<file path="src/rtl/llc_coherence_slice.sv">
module llc_coherence_slice #(
  parameter int NCORES = 4,
  parameter int NLINES = 16,
  parameter int DW     = 32
) (
  input  logic                      clk,
  input  logic                      rst_n,
  input  logic                      req_valid,
  output logic                      req_ready,
  input  logic [$clog2(NCORES)-1:0] req_core,
  input  logic [1:0]                req_type,
  input  logic [$clog2(NLINES)-1:0] req_line,
  input  logic [DW-1:0]             req_data,
  output logic                      rsp_valid,
  input  logic                      rsp_ready,
  output logic [$clog2(NCORES)-1:0] rsp_core,
  output logic [1:0]                rsp_grant,
  output logic [DW-1:0]             rsp_data,
  output logic                      rcl_valid,
  input  logic                      rcl_ready,
  output logic [$clog2(NCORES)-1:0] rcl_core,
  output logic [$clog2(NLINES)-1:0] rcl_line,
  output logic                      rcl_inval,
  input  logic                      ack_valid,
  input  logic [$clog2(NCORES)-1:0] ack_core,
  input  logic                      ack_has_data,
  input  logic [DW-1:0]             ack_data
);
  localparam int CW = $clog2(NCORES);
  localparam int IW = $clog2(NLINES);
  localparam int OW = $clog2(NCORES + 1);
  localparam logic [OW-1:0] NO_OWNER = OW'(NCORES);

  localparam logic [1:0] LN_NONE = 2'd0;
  localparam logic [1:0] LN_SHR  = 2'd1;
  localparam logic [1:0] LN_OWN  = 2'd2;

  localparam logic [1:0] GR_NONE = 2'd0;
  localparam logic [1:0] GR_SHR  = 2'd1;
  localparam logic [1:0] GR_EXC  = 2'd2;

  typedef enum logic [2:0] {F_IDLE, F_LOOK, F_RCL, F_WAIT, F_RSP} fsm_t;
  fsm_t fsm;

  logic [1:0]    st_q  [NLINES];
  logic [OW-1:0] own_q [NLINES];
  logic [DW-1:0] dat_q [NLINES];

  logic [CW-1:0] q_core;
  logic [1:0]    q_type;
  logic [IW-1:0] q_line;
  logic [DW-1:0] q_data;

  wire           q_rfo     = (q_type == 2'd1);
  wire           q_wb      = (q_type == 2'd2);
  wire [1:0]     cur_st    = st_q[q_line];
  wire [OW-1:0]  cur_own   = own_q[q_line];
  wire [DW-1:0]  cur_dat   = dat_q[q_line];
  wire           self_own  = (cur_st == LN_OWN) && (cur_own == OW'(q_core));
  wire           other_own = (cur_st == LN_OWN) && !self_own;
  wire           ack_take  = (fsm == F_WAIT) && ack_valid && (ack_core == rcl_core);

  assign req_ready = (fsm == F_IDLE);

  always_ff @(posedge clk) begin
    if (!rst_n) begin
      fsm       <= F_IDLE;
      rsp_valid <= 1'b0;
      rsp_core  <= '0;
      rsp_grant <= GR_NONE;
      rsp_data  <= '0;
      rcl_valid <= 1'b0;
      rcl_core  <= '0;
      rcl_line  <= '0;
      rcl_inval <= 1'b0;
      q_core    <= '0;
      q_type    <= '0;
      q_line    <= '0;
      q_data    <= '0;
      for (int i = 0; i < NLINES; i++) begin
        st_q[i]  <= LN_NONE;
        own_q[i] <= NO_OWNER;
        dat_q[i] <= '0;
      end
    end else begin
      case (fsm)
        F_IDLE: if (req_valid) begin
          q_core <= req_core;
          q_type <= req_type;
          q_line <= req_line;
          q_data <= req_data;
          fsm    <= F_LOOK;
        end
        F_LOOK: begin
          rsp_core <= q_core;
          if (q_wb) begin
            if (self_own) begin
              dat_q[q_line] <= q_data;
              st_q[q_line]  <= LN_NONE;
              own_q[q_line] <= NO_OWNER;
            end
            rsp_grant <= GR_NONE;
            rsp_data  <= '0;
            rsp_valid <= 1'b1;
            fsm       <= F_RSP;
          end else if (other_own) begin
            rcl_core  <= cur_own[CW-1:0];
            rcl_line  <= q_line;
            rcl_inval <= q_rfo;
            rcl_valid <= 1'b1;
            fsm       <= F_RCL;
          end else begin
            rsp_data  <= cur_dat;
            rsp_valid <= 1'b1;
            fsm       <= F_RSP;
            if (cur_st == LN_SHR && !q_rfo) begin
              rsp_grant <= GR_SHR;
            end else begin
              rsp_grant     <= GR_EXC;
              st_q[q_line]  <= LN_OWN;
              own_q[q_line] <= OW'(q_core);
            end
          end
        end
        F_RCL: if (rcl_ready) begin
          rcl_valid <= 1'b0;
          fsm       <= F_WAIT;
        end
        F_WAIT: if (ack_take) begin
          if (ack_has_data) dat_q[q_line] <= ack_data;
          rsp_data  <= ack_has_data ? ack_data : cur_dat;
          rsp_valid <= 1'b1;
          fsm       <= F_RSP;
          if (q_rfo) begin
            rsp_grant     <= GR_EXC;
            st_q[q_line]  <= LN_OWN;
            own_q[q_line] <= OW'(q_core);
          end else begin
            rsp_grant     <= GR_SHR;
            st_q[q_line]  <= LN_SHR;
            own_q[q_line] <= NO_OWNER;
          end
        end
        F_RSP: if (rsp_ready) begin
          rsp_valid <= 1'b0;
          fsm       <= F_IDLE;
        end
        default: fsm <= F_IDLE;
      endcase
    end
  end
endmodule

</file>
<file path="config.mk">
export PLATFORM = sky130hd
export DESIGN_NAME = llc_coherence_slice
export DESIGN_NICKNAME = d
export VERILOG_FILES = /design/src/rtl/llc_coherence_slice.sv
export SDC_FILE = /design/constraint.sdc
export NUM_CORES = 1
export LEC_CHECK = 0
export BUFFER_PORTS_ARGS = -buffer_cell sky130_fd_sc_hd__buf_2
export CORE_ASPECT_RATIO = 1.2
export CORE_MARGIN = 5
export CORE_UTILIZATION = 50
export DETAILED_ROUTE_END_ITERATION = 8
export PLACE_DENSITY_LB_ADDON = 0.2
export SLEW_MARGIN = 40
export SYNTH_ARGS = -nofsm -noshare
export SYNTH_HDL_FRONTEND = slang
export SYNTH_SLANG_ARGS = --single-unit
</file>
<file path="constraint.sdc">
create_clock -name clk -period 4.55 [get_ports clk]
set_input_delay 0.6825 -clock clk [delete_from_list [all_inputs] [get_ports clk]]
set_output_delay 0.6825 -clock clk [all_outputs]
set_load 0.02 [all_outputs]
</file>
==> results.json <==
{
  "setup_tns_ns": 0,
  "nFillCells": 4651,
  "preCtsSetupSlack_ns": 0.8547,
  "drtIter0Drc": 2274,
  "period_share_pct": 81.89,
  "dp_hpwl_microns": 51570,
  "rr_endpoint": "dat_q[4][3]$_SDFFCE_PN0P_",
  "die-area_sq_um": 64120,
  "start_util_pct": 50.55,
  "cts_tree": "done",
  "startpoint_type": "flop",
  "drc": 0,
  "final_hold_viol_count": 0,
  "avgSynthCellArea_sq_um": 13.94,
  "yosys_register_bits": 684,
  "antenna_found_initial": 3,
  "setup_viol": 0,
  "tightest_slew_ns": 0.8613,
  "post-synth-top-area-cell": "edfxtp_1",
  "grt_first_pass_wirelength_microns": 124000,
  "power.leakage_nw": 11.56,
  "rsz0062_at_grt": "false",
  "cap_viol_max_count": 0,
  "fp.dieH_microns": 276.4,
  "postCtsHoldBufs": 0,
  "cp.required_ns": 4.84,
  "wl_per_cell_microns": 27.20,
  "finalPower_mw": 14.78,
  "netlist.area_leader.share_pct": 60.12,
  "status": "finished, final reports clean",
  "cts_resized": 0,
  "ys_top_cells_by_area": "edfxtp_1 60%, mux4_2 14%, nor2_1 7.0%",
  "synth_warnings": 0,
  "finalWorstSetupSlack_ns": 0.8240,
  "syn_inst": 2121,
  "die_x_microns": 232,
  "finalNetCount": 2305,
  "gp_congestion": 0.8764,
  "maxSlewHeadroom_pct": 42.50,
  "h-tree-depth": 3,
  "synthArstFlopShare_pct": 0,
  "cts_sinks": 684,
  "yosysMostFrequentCell": "edfxtp_1",
  "seq_area_sq_um": 19640,
  "cp_max_fo": 21,
  "r2r_slack_ns": 0.82,
  "grt_pass1_vias": 18838,
  "num_vias": 18593,
  "portBuffers": 126,
  "multi_input_area_sq_um": 9245,
  "ctsLongestPathBuffers": 3,
  "drive_gt1_share_pct": 23.79,
  "vias_per_cell": 6.054,
  "synth_cell_type_count": 48,
  "peakVddDrop_mv": 0.2985,
  "clk_latency_ns": 0.61,
  "ys_top_cells_by_count": "592 x edfxtp_1, 554 x nor2_1, 181 x mux4_2, 148 x nand2_1",
  "worstRegToRegCells": 9,
  "wirelength_microns": 83540,
  "fin_worst_skew_ns": 0.02797,
  "grt_usage_pct": 26.12,
  "ant_nets": 0,
  "hold_path.class": "input pin to flop",
  "crit_path_end_kind": "flop",
  "fmax_mhz": 268.4,
  "row_count": 97,
  "post-cts-setup-buffer-count": 0,
  "min_path_cells": 3,
  "slew_viol_final": 0,
  "numCtsBuffers": 71,
  "area_growth_pct": 13.85,
  "grt.overflow.total": 0,
  "worstPathArrival_ns": 4.02,
  "cts_root_buffer": "clkbuf_16",
  "cts.clk_slew.worst_paths_ns": 0.06,
  "grt_max_degree": 67,
  "p_per_area_nw_per_um2": 438.9,
  "io_pins": 127,
  "ys_seq_area_share_pct": 66.35,
  "syn_area_sq_um": 29570,
  "synth_enable_flop_cells": 592,
  "drtPass1Iterations": 5,
  "layout_min_cycle_time_ns": 3.726,
  "ys.flop_type": "edfxtp_1",
  "endpoint": "dat_q[4][3]$_SDFFCE_PN0P_",
  "synth_nets": 2202,
  "crit_type": "flop to flop",
  "core_area_sq_um": 58500
}
## registers in the layout (all words and copies together) (netlist names), 3 cells and up, named ones only
register	count
q_data	32
own_q	48
rcl_line	4
fsm	3
rsp_data	32
q_line	4
dat_q	512
st_q	32
## critical path, cell delays in order (launching register included)
cell and delay, ns:
dfxtp_4 0.59, mux4_2 0.57, mux4_2 0.48, inv_2 0.07, o2111ai_2 0.20, o41ai_4 0.34, buf_4 0.28, nand2_1 0.12
nand2_2 0.43, buf_12 0.25
## cells by family (layout without fill, tap and decap cells)
| logic type | count (synthesis) | in the layout | synth area share [%] |
|---|---|---|---|
| simple gates | 834 | 834 | 11.67 |
| flops | 684 | 684 | 66.35 |
| mux | 234 | 234 | 15.58 |
| buf+inv | 190 | 347 | 2.725 |
| compound gates | 174 | 174 | 3.495 |
| xor+xnor | 4 | 4 | 0.1439 |
| fa+ha+maj | 1 | 1 | 0.03385 |
| other cells | 0 | 1 | 0 |
## how the worst min path moves through the flow
stage                            startpoint                       to  slack [ns]
detailed placement  q_data[24]$_SDFFE_PN0P_  q_data[24]$_SDFFE_PN0P_        0.45
floorplan            q_data[0]$_SDFFE_PN0P_   q_data[0]$_SDFFE_PN0P_        0.44
finish                         req_data[10]  q_data[10]$_SDFFE_PN0P_        0.31
global placement    q_data[23]$_SDFFE_PN0P_  q_data[23]$_SDFFE_PN0P_        0.44
CTS                            req_data[10]  q_data[10]$_SDFFE_PN0P_        0.28
global route                   req_data[10]  q_data[10]$_SDFFE_PN0P_        0.29
## per-stage QoR
step	hold slack, ns	area, sq um	util [%]	std cells
3_5_place_dp	0.4482	31420	53.70	2943
2_1_floorplan	0.4360	29570	-	2121
5_1_grt	0.2885	33660	57.55	3070
3_3_place_gp	0.4428	31360	53.60	2941
6_report	0.3065	33670	57.55	3071
4_1_cts	0.2784	33660	57.54	3070
## report_power, final
group,internal (mW),switching (mW),total [mW],leakage [nW]
clock network,3.27,2.39,5.65,1.11
logic,0.707,1.16,1.87,3.68
registers,7.08,0.175,7.26,6.77
total,11.1,3.72,14.8,11.6
## placed cells by master, fill, tap and decap left out, types with 16 or more instances in the layout
master	synthesis	routed
a211oi_1	33	33
a21oi_1	125	125
and2_1	20	17
and3_1	34	34
buf_12	0	17
buf_2	44	126
buf_4	4	68
clkbuf_1	125	16
clkbuf_16	0	75
clkinv_2	0	17
dfxtp_1	92	87
edfxtp_1	592	592
mux2i_1	52	52
mux4_2	181	181
nand2_1	148	130
nand2_2	2	19
nor2_1	554	554
nor2b_1	46	46
## per-layer routing
metal	share of wire, %	GRT usage, %	vias up	wire (microns)
li1	-	-	7967	-
met1	38	35.03	9512	31460
met2	50	43.84	976	41980
met3	9.0	4.638	138	7542
met4	3.1	8.319	0	2557
met5	0	0	-	0
## layout make-up
type	instances	area share, %
inverter	5	0.05946
multi-input combinational	1247	27.46
tap	792	2.943
clock inverter	31	0.7061
timing repair buffer	215	4.545
clock buffer	96	5.957
antenna	1	0.007433
sequential	684	58.32
No activity file was read; power rests on OpenSTA's default activity.
